`config.mk`:
```
export PLATFORM = sky130hd
export DESIGN_NAME = ipc_mailbox
export DESIGN_NICKNAME = d
export VERILOG_FILES = /design/src/rtl/mbx_pkg.sv /design/src/rtl/mbx_fifo.sv /design/src/rtl/mbx_irq_user.sv /design/src/rtl/ipc_mailbox.sv
export SDC_FILE = /design/constraint.sdc
export NUM_CORES = 1
export LEC_CHECK = 0
export BUFFER_PORTS_ARGS = -buffer_cell sky130_fd_sc_hd__buf_2
export CELL_PAD_IN_SITES_DETAIL_PLACEMENT = 0
export CELL_PAD_IN_SITES_GLOBAL_PLACEMENT = 1
export CORE_MARGIN = 2
export CORE_UTILIZATION = 49
export CTS_CLUSTER_SIZE = 24
export DETAILED_ROUTE_END_ITERATION = 8
export HOLD_SLACK_MARGIN = 0.15
export PLACE_DENSITY = 0.81
export SLEW_MARGIN = 5
export SYNTH_ARGS = -nofsm -noshare
export SYNTH_HDL_FRONTEND = slang
export SYNTH_SLANG_ARGS = --single-unit
```
`constraint.sdc`:
```
create_clock -name clk -period 2.7 [get_ports clk]
set_input_delay 0.27 -clock clk [delete_from_list [all_inputs] [get_ports clk]]
set_output_delay 0.27 -clock clk [all_outputs]
set_load 0.01 [all_outputs]
```
`src/rtl/mbx_pkg.sv`:
```
package mbx_pkg;
  localparam int          MBX_NUM_CH   = 6;
  localparam int          MBX_NUM_USR  = 4;
  localparam int          MBX_DEPTH    = 4;
  localparam int          MBX_DATA_W   = 32;
  localparam int          MBX_ADDR_W   = 9;
  localparam logic [31:0] MBX_REVISION = 32'h0000_0020;
  localparam logic [31:0] MBX_CFG_BITS = 32'h0000_0011;

  // word indices (byte offset / 4)
  localparam int W_REV = 0;
  localparam int W_CFG = 4;
  localparam int W_SYS = 5;
  localparam int W_MSG = 16;
  localparam int W_FST = 32;
  localparam int W_MST = 48;
  localparam int W_IRQ = 64;
endpackage

```
`src/rtl/mbx_fifo.sv`:
```
module mbx_fifo #(
  parameter int DATA_W = 32,
  parameter int DEPTH  = 4,
  localparam int CNT_W = $clog2(DEPTH + 1)
) (
  input  logic              clk,
  input  logic              rst_n,
  input  logic              push,
  input  logic              pop,
  input  logic [DATA_W-1:0] din,
  output logic [DATA_W-1:0] dout,
  output logic [CNT_W-1:0]  count,
  output logic              full,
  output logic              empty
);
  localparam int PTR_W = (DEPTH > 1) ? $clog2(DEPTH) : 1;

  logic [DATA_W-1:0] mem_q [DEPTH];
  logic [PTR_W-1:0]  wr_ptr_q, wr_ptr_d;
  logic [PTR_W-1:0]  rd_ptr_q, rd_ptr_d;
  logic [CNT_W-1:0]  cnt_q, cnt_d;
  logic              do_push, do_pop;

  assign full    = (cnt_q == CNT_W'(DEPTH));
  assign empty   = (cnt_q == '0);
  assign do_push = push && !full;
  assign do_pop  = pop && !empty;
  assign count   = cnt_q;
  assign dout    = empty ? '0 : mem_q[rd_ptr_q];

  always_comb begin
    wr_ptr_d = wr_ptr_q;
    rd_ptr_d = rd_ptr_q;
    cnt_d    = cnt_q;
    if (do_push) begin
      wr_ptr_d = (wr_ptr_q == PTR_W'(DEPTH - 1)) ? '0 : wr_ptr_q + 1'b1;
    end
    if (do_pop) begin
      rd_ptr_d = (rd_ptr_q == PTR_W'(DEPTH - 1)) ? '0 : rd_ptr_q + 1'b1;
    end
    if (do_push && !do_pop) begin
      cnt_d = cnt_q + 1'b1;
    end else if (do_pop && !do_push) begin
      cnt_d = cnt_q - 1'b1;
    end
  end

  always_ff @(posedge clk or negedge rst_n) begin
    if (!rst_n) begin
      wr_ptr_q <= '0;
      rd_ptr_q <= '0;
      cnt_q    <= '0;
    end else begin
      wr_ptr_q <= wr_ptr_d;
      rd_ptr_q <= rd_ptr_d;
      cnt_q    <= cnt_d;
    end
  end

  // storage has no reset; the count guards every read of it
  always_ff @(posedge clk) begin
    if (do_push) begin
      mem_q[wr_ptr_q] <= din;
    end
  end
endmodule

```
`src/rtl/mbx_irq_user.sv`:
```
module mbx_irq_user #(
  parameter int EVT_W = 12
) (
  input  logic             clk,
  input  logic             rst_n,
  input  logic [EVT_W-1:0] events,
  input  logic             stat_we,
  input  logic             en_we,
  input  logic [EVT_W-1:0] wbits,
  output logic [EVT_W-1:0] stat,
  output logic [EVT_W-1:0] en,
  output logic             irq
);
  logic [EVT_W-1:0] stat_q, stat_d;
  logic [EVT_W-1:0] en_q, en_d;
  logic [EVT_W-1:0] clr;

  always_comb begin
    clr    = stat_we ? wbits : '0;
    stat_d = (stat_q | events) & ~clr;
    en_d   = en_we ? wbits : en_q;
  end

  always_ff @(posedge clk or negedge rst_n) begin
    if (!rst_n) begin
      stat_q <= '0;
      en_q   <= '0;
    end else begin
      stat_q <= stat_d;
      en_q   <= en_d;
    end
  end

  assign stat = stat_q;
  assign en   = en_q;
  assign irq  = |(stat_q & en_q);
endmodule

```
`src/rtl/ipc_mailbox.sv`:
```
module ipc_mailbox
  import mbx_pkg::*;
#(
  parameter int          NUM_CH   = MBX_NUM_CH,
  parameter int          NUM_USR  = MBX_NUM_USR,
  parameter int          DEPTH    = MBX_DEPTH,
  parameter int          DATA_W   = MBX_DATA_W,
  parameter int          ADDR_W   = MBX_ADDR_W,
  parameter logic [31:0] REVISION = MBX_REVISION
) (
  input  logic               clk,
  input  logic               rst_n,
  input  logic [ADDR_W-1:0]  addr,
  input  logic               wr_en,
  input  logic               rd_en,
  input  logic [DATA_W-1:0]  wdata,
  output logic [DATA_W-1:0]  rdata,
  output logic [NUM_USR-1:0] irq_o
);
  localparam int WORD_W = ADDR_W - 2;
  localparam int EVT_W  = 2 * NUM_CH;
  localparam int CNT_W  = $clog2(DEPTH + 1);

  logic [WORD_W-1:0]                word;
  logic                             unused_addr_lsb;
  logic [NUM_CH-1:0]                push, pop, full, empty;
  logic [NUM_CH-1:0][DATA_W-1:0]    fifo_dout;
  logic [NUM_CH-1:0][CNT_W-1:0]     fifo_cnt;
  logic [EVT_W-1:0]                 events;
  logic [NUM_USR-1:0]               stat_we, en_we;
  logic [NUM_USR-1:0][EVT_W-1:0]    stat_q, en_q;
  logic [DATA_W-1:0]                cfg_q, cfg_d;
  logic                             sys_done_q;
  logic [DATA_W-1:0]                rd_mux, rdata_q, rdata_d;

  assign word            = addr[ADDR_W-1:2];
  assign unused_addr_lsb = ^addr[1:0];

  // bus decode into per-channel and per-user strobes
  always_comb begin
    push    = '0;
    pop     = '0;
    stat_we = '0;
    en_we   = '0;
    for (int n = 0; n < NUM_CH; n++) begin
      if (int'(word) == W_MSG + n) begin
        push[n] = wr_en;
        pop[n]  = rd_en;
      end
    end
    for (int u = 0; u < NUM_USR; u++) begin
      if (int'(word) == W_IRQ + 2 * u)     stat_we[u] = wr_en;
      if (int'(word) == W_IRQ + 2 * u + 1) en_we[u]   = wr_en;
    end
  end

  generate
    for (genvar n = 0; n < NUM_CH; n++) begin : g_ch
      mbx_fifo #(.DATA_W(DATA_W), .DEPTH(DEPTH)) u_fifo (
        .clk   (clk),
        .rst_n (rst_n),
        .push  (push[n]),
        .pop   (pop[n]),
        .din   (wdata),
        .dout  (fifo_dout[n]),
        .count (fifo_cnt[n]),
        .full  (full[n]),
        .empty (empty[n])
      );
      assign events[2*n]   = !empty[n];
      assign events[2*n+1] = !full[n];
    end
    for (genvar u = 0; u < NUM_USR; u++) begin : g_usr
      mbx_irq_user #(.EVT_W(EVT_W)) u_user (
        .clk     (clk),
        .rst_n   (rst_n),
        .events  (events),
        .stat_we (stat_we[u]),
        .en_we   (en_we[u]),
        .wbits   (wdata[EVT_W-1:0]),
        .stat    (stat_q[u]),
        .en      (en_q[u]),
        .irq     (irq_o[u])
      );
    end
  endgenerate

  // idle configuration and reset-done flag
  always_comb begin
    cfg_d = cfg_q;
    if (wr_en && int'(word) == W_CFG) begin
      cfg_d = wdata & DATA_W'(MBX_CFG_BITS);
    end
  end

  always_ff @(posedge clk or negedge rst_n) begin
    if (!rst_n) begin
      cfg_q      <= '0;
      sys_done_q <= 1'b0;
    end else begin
      cfg_q      <= cfg_d;
      sys_done_q <= 1'b1;
    end
  end

  // read multiplexer
  always_comb begin
    rd_mux = '0;
    if (int'(word) == W_REV) rd_mux = DATA_W'(REVISION);
    if (int'(word) == W_CFG) rd_mux = cfg_q;
    if (int'(word) == W_SYS) rd_mux = DATA_W'(sys_done_q);
    for (int n = 0; n < NUM_CH; n++) begin
      if (int'(word) == W_MSG + n) rd_mux = fifo_dout[n];
      if (int'(word) == W_FST + n) rd_mux = DATA_W'(full[n]);
      if (int'(word) == W_MST + n) rd_mux = DATA_W'(fifo_cnt[n]);
    end
    for (int u = 0; u < NUM_USR; u++) begin
      if (int'(word) == W_IRQ + 2 * u)     rd_mux = DATA_W'(stat_q[u]);
      if (int'(word) == W_IRQ + 2 * u + 1) rd_mux = DATA_W'(en_q[u]);
    end
  end

  assign rdata_d = rd_en ? rd_mux : '0;

  always_ff @(posedge clk or negedge rst_n) begin
    if (!rst_n) begin
      rdata_q <= '0;
    end else begin
      rdata_q <= rdata_d;
    end
  end

  assign rdata = rdata_q;
endmodule

```
==> impl_metrics.yaml, run 1 <==
yosys:
  synth_edf_count: 768
  synth_cell_types: 68
  yosysTopAreaCell: "edfxtp_1"
  synth.area.mux_share_pct: 13.9
  synth.area.top_cells: "edfxtp_1, mux4_2, dfrtp_1"
  synthFlopType: "edfxtp_1"
  syn_area_um2: 37800
  avgSynthCellArea_um2: 18.3
  synth_xor_xnor_area_share_pct: 0.417
  post-synth-top-count-cell: "edfxtp_1"
  ys_seq_elements: 941
  synthCells: 2062
  syn_nets: 2149
  synth_top_family_by_area: "multiplexers"
  yosys_warnings: 0
  synth-seq-area-share_pct: 72.4
  synthAdderAreaFrac_pct: 1.51
  netlist.area_leader.share_pct: 61.0
  synthSimpleGateAreaFrac_pct: 3.83
  synthArstFlopShare_pct: 18.4
  synth_compound_area_share_pct: 6.14
  ys_top_cells_by_count: "edfxtp_1, mux4_2, dfrtp_1, nor2_1, a21oi_1"
critical_path:
  path_buf_inv: 1
  crit_chain: "buf_4, mux4_2, a22oi_1, a21o_1, a31oi_1, o221a_1"
  arrival_ns: 3.11
  critical_path_required_ns: 3.24
  critPathTopFamily: "compound AO/OA/AOI/OAI gates"
  reg2regPathDepth: 6
  max_stage_delay_ns: 0.70
  regToRegSetupSlack_ns: 0.13
  worstReg2RegEnd: "rdata[0]"
  critPathLaunchType: "flop"
  cp-end-kind: "flop"
  crit_type: "flop to flop"
  r2r-start: "g_ch[3].u_fifo.rd_ptr_q[0]"
  critPathLaunch: "g_ch[3].u_fifo.rd_ptr_q[0]"
  path_max_fanout: 12
  crit_path_top_delay_cell: "dfrtp_2"
finish:
  fin_cells: 3407
  fillerInstances: 5582
  syn2layout_area_growth_pct: 16.9
  antennaDiodeCount: 0
  drive_above_1_share_pct: 30.2
  fin_nets: 2384
global_route:
  grt_max_degree: 89
  grt_pass1_vias: 21900
  grt_usage_pct: 26.2
  overflow: 0
  antenna_found_initial: 0
  grt_pass1_wl_mm: 149
die:
  core_area_um2: 76200
  initial_core_util_pct: 49.6
  rows: 101
  die_area_um2: 79400
  die_w_um: 282
  die_h_um: 282
  io_pins: 81
timing:
  worstMarginPinSlew_ns: 0.872
  finalHoldViolCount: 0
  period_share_pct: 95.1
  relSlewSlack_pct: 41.8
  setup_tns_ns: 0
  rsz0062_at_grt: "false"
  drv_slew: 0
  setup_viol: 0
  skew_ns: 0.0562
  fmax_mhz: 390
  min_period_ns: 2.57
drt:
  wirelength_mm: 102
  routedWlPerCell_um: 30.1
  drt_iter0_markers: 2638
  postRouteAntennaNets: 0
  drt-pass1-iter-count: 5
  via_per_inst: 6.29
  remaining_drc_errors: 0
  vias: 21400
clock_network:
  htreeDepth: 3
  cts_tree: "yes"
  clock-sinks: 941
  root_buffer: "clkbuf_16"
  clk_path_buf_depth: 3
  clk_latency_ns: 0.68
  cts.clk_slew.worst_paths_ns: 0.06
  cts_setup_buffers: 0
  cts-buffers-inserted: 92
outcome:
  status: "complete, no violations"
placement:
  portBuffers: 78
  place_hpwl_mm: 63.7
  gp_congestion: 0.953
  placed_cells: 3211
min_path:
  hp-start: "rd_en"
  min_path_cells: 3
  worstHoldPathType: "primary input to flop"
  whs_endpoint: "g_ch[1].u_fifo.rd_ptr_q[0]"
power:
  vdd_ir_drop_max_v: 0.000662
  power.density_nw_per_um2: 713
  p_leak_nw: 15.0
job:
  cap_violations: 0
-- worst reg2reg max path, stage by stage, from the launching register on --
cell and delay [ns]:
dfrtp_2 0.70, buf_4 0.32, mux4_2 0.57, a22oi_1 0.28
a21o_1 0.16, a31oi_1 0.15, o221a_1 0.25
-- stage by stage --
step | setup WS [ns] | hold slack [ns] | instance area, µm² | total power [mW] | utilization, %
2_1_floorplan | 0.00142 | -0.0256 | 37900 | 17.5 | -
3_3_place_gp | -0.307 | 0.144 | 40800 | 18.4 | 53.5
3_5_place_dp | -0.342 | 0.143 | 40800 | 18.5 | 53.5
4_1_cts | 0.0134 | 0.186 | 44200 | 31.6 | 58.0
5_1_grt | 0.0101 | 0.205 | 44200 | 32.4 | 58.0
6_report | 0.133 | 0.207 | 44200 | 31.5 | 58.0
-- cell type report --
class / count / area, µm² / area share [%]
inverter: 25 / 93.8 / 0.212
tap: 1030 / 1290 / 2.91
timing repair buffer: 269 / 2430 / 5.49
clock inverter: 42 / 552 / 1.25
multi-input combinational: 968 / 9820 / 22.2
sequential: 941 / 27400 / 62.0
clock buffer: 132 / 2630 / 5.96
-- metal layers --
layer / GRT usage (%) / share of wire [%]
met2: 44.2 / 50
met3: 4.13 / 7.8
met1: 35.1 / 39
met4: 8.93 / 3.3
met5: 0 / 0
-- registers in the layout, indices dropped and copies added (netlist names), 2 cells and up --
| signal | count |
|---|---|
| cfg_q | 2 |
| g_ch.u_fifo.count | 18 |
| g_ch.u_fifo.mem_q | 768 |
| g_ch.u_fifo.rd_ptr_q | 12 |
| g_ch.u_fifo.wr_ptr_q | 12 |
| g_usr.u_user.en | 48 |
| g_usr.u_user.stat | 48 |
| rdata | 32 |
-- power by group --
group	switching, mW	leakage (nW)	internal (mW)
sequential	0.225	8.96	15.9
clock	5.56	1.55	7.72
combinational	1.26	4.47	0.853
total	7.05	15.0	24.5
-- placed cells by master (no fill, tap or decap), drive strengths merged, types with 7 or more instances in the layout --
cell,count
nand2,63
bufinv,9
clkbuf,133
buf,246
o21ai,62
clkinv,26
ha,36
inv,28
nor2b,7
nor3b,8
a31oi,34
nand2b,7
mux4,196
o22ai,10
or3,8
a22o,16
dlygate4sd3,22
mux2,74
and3,15
nand3,21
a21o,11
and2,27
nor2,87
nor3,12
xor2,12
a22oi,81
edfxtp,768
a21oi,82
a221oi,15
dfrtp,173
-- how the worst max path moves through the flow --
stage | slack, ns | end | depth (start not counted)
finish | 0.13 | rdata[0] | 6
global route | 0.01 | rdata[0] | 6
CTS | 0.01 | rdata[3] | 6
detailed placement | -0.34 | rdata[3] | 8
global placement | -0.31 | rdata[3] | 8
floorplan | 0.001 | g_ch[2].u_fifo.count[1] | 11
-- cells by family after synthesis --
kind of cell / after synthesis
adders and majority gates: 42
muxes: 271
DFF: 941
other: 1
AOI/OAI and AO/OA: 353
xor gates and xnor gates: 18
and+or+nand+nor: 283
buffers and inverters: 153
-- timing repair --
item                                   4_1_cts  5_1_grt
setup endpoints to repair                    1        1
endpoints found under the hold margin      653        0
resized for setup                            1        1
hold buffers                                22        0
Power figures use the tool's default switching activity.
==> inputs of run 2 (changes only) <==
CORE_MARGIN = 8   (was 2)
CORE_UTILIZATION = 54   (was 49)
PLACE_DENSITY = 0.85   (was 0.81)
SETUP_SLACK_MARGIN = 0.1   (was default)
clock period = 2.5 ns   (was 2.7 ns; I/O delays follow)
==> impl_metrics.yaml, run 2 (synthesis gave the netlist of run 1 again) <==
global_route:
  grt_pass1_wl_mm: 152
  gr-usage-met1_pct: 33.8
  grt_max_degree: 62
  grt_use_met2_pct: 45.4
  grt_pass1_vias: 22300
  grt_usage_pct: 26.5
  overflow: 0
  busiest_layer: "met2"
  antenna_found_initial: 1
  met3_usage_pct: 4.66
drt:
  vias: 21500
  drt-pass1-iter-count: 5
  remaining_drc_errors: 0
  via_per_inst: 6.43
  drt_iter0_markers: 2111
  routedWlPerCell_um: 30.9
  wirelength_mm: 103
  postRouteAntennaNets: 0
finish:
  final_cell_mix: "edfxtp_1, mux4_2, dfrtp_1, buf_4, clkbuf_16"
  drive_above_1_share_pct: 31.6
  antennaDiodeCount: 0
  fillerInstances: 4745
  multi_input_area_um2: 9930
  fin_nets: 2409
  top_register: "g_ch.u_fifo.mem_q"
  stdcell_area_um2: 44400
  utilization_pct: 63.7
  final_common_cell: "edfxtp_1"
  regArea_um2: 27400
  largest_reg_flops: 768
  syn2layout_area_growth_pct: 17.3
clock_network:
  root_buffer: "clkbuf_16"
  clk_latency_ns: 0.66
  cts-buffers-inserted: 94
  clock-sinks: 941
  clk_path_buf_depth: 3
  htreeDepth: 3
  cts.clk_slew.worst_paths_ns: 0.06
  cts_tree: "yes"
critical_path:
  reg2regPathDepth: 7
  path_buf_inv: 1
  cp-end-kind: "flop"
  critPathLaunchType: "flop"
  critPathTopFamily: "simple AND/OR/NAND/NOR gates"
  path_max_fanout: 30
  arrival_ns: 2.90
  max_stage_delay_ns: 0.39
  critical_path_required_ns: 2.98
  crit_chain: "or3_4, and3_2, buf_12, a22oi_1, nand2_1, o21ai_0, a31oi_1"
  regToRegSetupSlack_ns: 0.08
  cp_num_cells: 7
  crit_type: "flop to flop"
  worstReg2RegEnd: "rdata[6]"
  r2r-start: "g_ch[3].u_fifo.count[1]"
  crit_path_top_delay_cell: "or3_4"
timing:
  period_share_pct: 96.7
  relSlewSlack_pct: 37.3
  min_period_ns: 2.42
  worstMarginPinSlew_ns: 0.940
  fmax_mhz: 414
  rsz0062_at_grt: "true"
  skew_ns: 0.0556
  finalHoldViolCount: 0
  drv_slew: 0
  setup_viol: 0
placement:
  gp_congestion: 0.966
  place_hpwl_mm: 63.0
  placed_area_um2: 40900
  portBuffers: 78
die:
  rows: 97
  core_area_um2: 69700
  die_w_um: 281
  initial_core_util_pct: 54.3
  io_pins: 81
  die_h_um: 281
  die_area_um2: 78800
power:
  p_leak_nw: 15.1
  vdd_ir_drop_max_v: 0.000782
  power.density_nw_per_um2: 767
min_path:
  worstHoldPathType: "primary input to async pin"
job:
  cap_violations: 0
outcome:
  status: "complete, no violations"
-- run 2: cell count changes in the layout (fill, tap and decap cells not counted), sizes merged --
| cell | change |
|---|---|
| buf | +24 |
| bufinv | -3 |
| clkbuf | +3 |
| clkinv | +6 |
| clkinvlp | -3 |
| dlygate4sd3 | -1 |
| inv | -1 |
-- run 2: where the power goes --
group          leakage, nW  switching, mW  internal (mW)  total [mW]
clock network         1.55           6.02           8.19        14.2
registers             8.96          0.189           17.2        17.4
logic                 4.61           1.46           1.01        2.47
-- run 2: per-stage QoR --
step	hold slack (ns)	TNS (ns)	power, mW	instances	worst slack [ns]
after floorplan	-0.0456	-0.0452	18.9	2062	-0.0452
after detailed placement	0.340	-0.732	20.1	3136	-0.235
final	0.217	0	34.0	3342	0.0829
after CTS	0.167	0	34.2	3335	0.0769
after global routing	0.196	0	35.0	3342	0.0575
after global placement	0.341	-0.620	20.0	3136	-0.210
-- run 2: worst max-delay path by stage --
stage,slack [ns],end,startpoint
after CTS,0.08,rdata[5],g_ch[3].u_fifo.rd_ptr_q[0]
after global placement,-0.21,rdata[9],addr[2]
final,0.08,rdata[6],g_ch[3].u_fifo.count[1]
after global routing,0.06,rdata[5],g_ch[3].u_fifo.rd_ptr_q[0]
after floorplan,-0.05,g_ch[2].u_fifo.count[1],addr[3]
after detailed placement,-0.23,rdata[9],addr[2]
-- run 2: timing repair --
item                                    in CTS  in global routing
buffers inserted                             2                  7
hold buffers                                21                  0
endpoints found under the setup margin       7                  8
hold endpoints to repair                   567                  0
gates resized for setup                      7                  6
pin swaps                                    0                  2
-- run 2: cell type report --
| type | count | area share (%) |
|---|---|---|
| Sequential cell | 941 | 61.8 |
| Inverter | 25 | 0.211 |
| Multi-Input combinational cell | 968 | 22.4 |
| Timing Repair Buffer | 292 | 5.88 |
| Clock buffer | 135 | 6.08 |
| Tap cell | 940 | 2.65 |
| Clock inverter | 41 | 1.03 |
-- run 2: layer usage --
| metal | part of all wire, % | vias to the layer above |
|---|---|---|
| met1 | 37 | 11300 |
| met5 | 0.013 | - |
| met4 | 4.2 | 2 |
| met2 | 51 | 1133 |
| li1 | - | 8855 |
| met3 | 7.7 | 238 |
==> inputs of run 3 (changes only) <==
PLACE_DENSITY = 0.88   (was 0.85)
==> impl_metrics.yaml, run 3 (synthesis gave the netlist of run 1 again) <==
finish:
  final_cell_mix: "edfxtp_1, mux4_2, buf_4, dfrtp_1, clkbuf_16"
  final_common_cell: "edfxtp_1"
  antennaDiodeCount: 0
  fin_cells: 3347
  drive_above_1_share_pct: 31.7
  top_register: "g_ch.u_fifo.mem_q"
  largest_reg_flops: 768
  utilization_pct: 63.7
  fin_nets: 2415
  syn2layout_area_growth_pct: 17.4
clock_network:
  htreeDepth: 3
  clock-sinks: 941
  cts.clk_slew.worst_paths_ns: 0.06
  cts-buffers-inserted: 92
  clk_latency_ns: 0.67
  clk_path_buf_depth: 3
  cts_tree: "yes"
  root_buffer: "clkbuf_16"
critical_path:
  crit_chain: "or3_1, and3_2, buf_4, a22oi_1, buf_4, nand2_1, o21ai_1, a31oi_1"
  path_max_fanout: 11
  critPathLaunchType: "flop"
  arrival_ns: 2.84
  max_stage_delay_ns: 0.39
  crit_type: "flop to flop"
  path_buf_inv: 2
  crit_path_top_delay_cell: "or3_1"
  cp-end-kind: "flop"
  cp_common_cell: "buf_4"
  critPathTopFamily: "compound AO/OA/AOI/OAI gates"
  critical_path_required_ns: 3.00
min_path:
  worstHoldPathType: "primary input to flop"
drt:
  postRouteAntennaNets: 0
  drt_iter0_markers: 2449
  vias: 21800
  via_per_inst: 6.51
  remaining_drc_errors: 0
  drt-pass1-iter-count: 5
  routedWlPerCell_um: 31.8
  wirelength_mm: 107
outcome:
  status: "complete, no violations"
timing:
  fmax_mhz: 426
  setup_ws_ns: 0.153
  rsz0062_at_grt: "true"
  setup_viol: 0
  whs_ns: 0.194
  drv_slew: 0
  worstMarginPinSlew_ns: 0.904
  finalHoldViolCount: 0
  skew_ns: 0.0476
  period_share_pct: 93.9
  relSlewSlack_pct: 39.8
  min_period_ns: 2.35
power:
  sw_frac_of_total_pct: 22.7
  p_leak_nw: 15.1
  power.density_nw_per_um2: 771
  p_int_mw: 26.5
  vdd_ir_drop_max_v: 0.000716
  seqPwrFrac_pct: 50.8
  total_power_mw: 34.2
  p_clk_share_pct: 42.0
  comb_power_share_pct: 7.2
  switchingPower_mw: 7.76
placement:
  portBuffers: 78
  place_hpwl_mm: 66.6
  gp_congestion: 0.946
  placed_cells: 3144
  post-place-ws_ns: -0.131
global_route:
  antenna_found_initial: 1
  grt_usage_pct: 27.1
  grt_pass1_wl_mm: 155
  overflow: 0
  grt_max_degree: 63
  grt_pass1_vias: 22800
die:
  die_h_um: 281
  initial_core_util_pct: 54.3
  die_w_um: 281
  core_area_um2: 69700
  rows: 97
  io_pins: 81
  die_area_um2: 78800
job:
  cap_violations: 0
-- run 3: changes by cell type in the layout (fill, tap and decap cells not counted), sizes merged --
| cell | delta |
|---|---|
| buf | +8 |
| bufinv | +2 |
| clkbuf | -4 |
| clkinv | -6 |
| clkinvlp | +3 |
| inv | +2 |
-- run 3: power groups by stage --
stage | combinational [mW] | clock, mW | sequential [mW]
final | 2.47 | 14.4 | 17.4
after detailed placement | 2.35 | 0 | 17.7
after global routing | 2.61 | 15.1 | 17.4
after floorplan | 1.25 | 0 | 17.6
after global placement | 2.26 | 0 | 17.7
after CTS | 2.40 | 14.5 | 17.4
-- run 3: worst paths after layout --
kind,start,end,slack [ns],cells after the start
worst min-delay path,wdata[3],g_usr[3].u_user.stat[3],0.19,2
max in group asynchronous,rst_n,g_ch[5].u_fifo.count[0],1.53,3
worst min register to register,g_ch[5].u_fifo.count[2],g_ch[5].u_fifo.count[2],0.51,1
min in group asynchronous,rst_n,g_usr[3].u_user.en[5],0.20,2
worst max-delay path,g_ch[3].u_fifo.count[1],rdata[7],0.15,8
worst max register to register,g_ch[3].u_fifo.count[1],rdata[7],0.15,8
-- run 3: metrics by stage --
stage          cell area [µm²]  TNS (ns)
2_1_floorplan            38000   -0.0452
3_3_place_gp             40900    -0.426
3_5_place_dp             40900    -0.393
4_1_cts                  44300         0
5_1_grt                  44400         0
6_report                 44400         0
-- run 3: cell type report --
cell class | count | area (µm²)
multi-input cells | 968 | 9900
clock inverters | 42 | 523
inverters | 25 | 93.8
well taps | 940 | 1180
fillers | 4656 | 25300
flip-flops and latches | 941 | 27400
repair buffers | 300 | 2630
clock buffers | 131 | 2650
-- run 3: layer usage --
layer	GRT usage [%]	part of all wire, %	vias up
li1	-	-	8856
met1	34.0	36	11300
met2	46.1	51	1330
met3	4.36	7.9	312
met4	12.8	5.3	0
met5	0	0	-
-- run 3: worst register-to-register path: cells and delay by family (launching register included) --
kind | cells | cell delay (ns)
buf+inv | 2 | 0.37
simple gates | 3 | 0.72
compound gates | 3 | 0.77
flops | 1 | 0.37
-- run 3: what timing repair did --
item | in CTS | in global routing
setup buffers | 0 | 9
endpoints found under the hold margin | 653 | 0
pin swaps | 0 | 2
hold buffers | 21 | 0
resized for setup | 7 | 8
endpoints found under the setup margin | 7 | 7
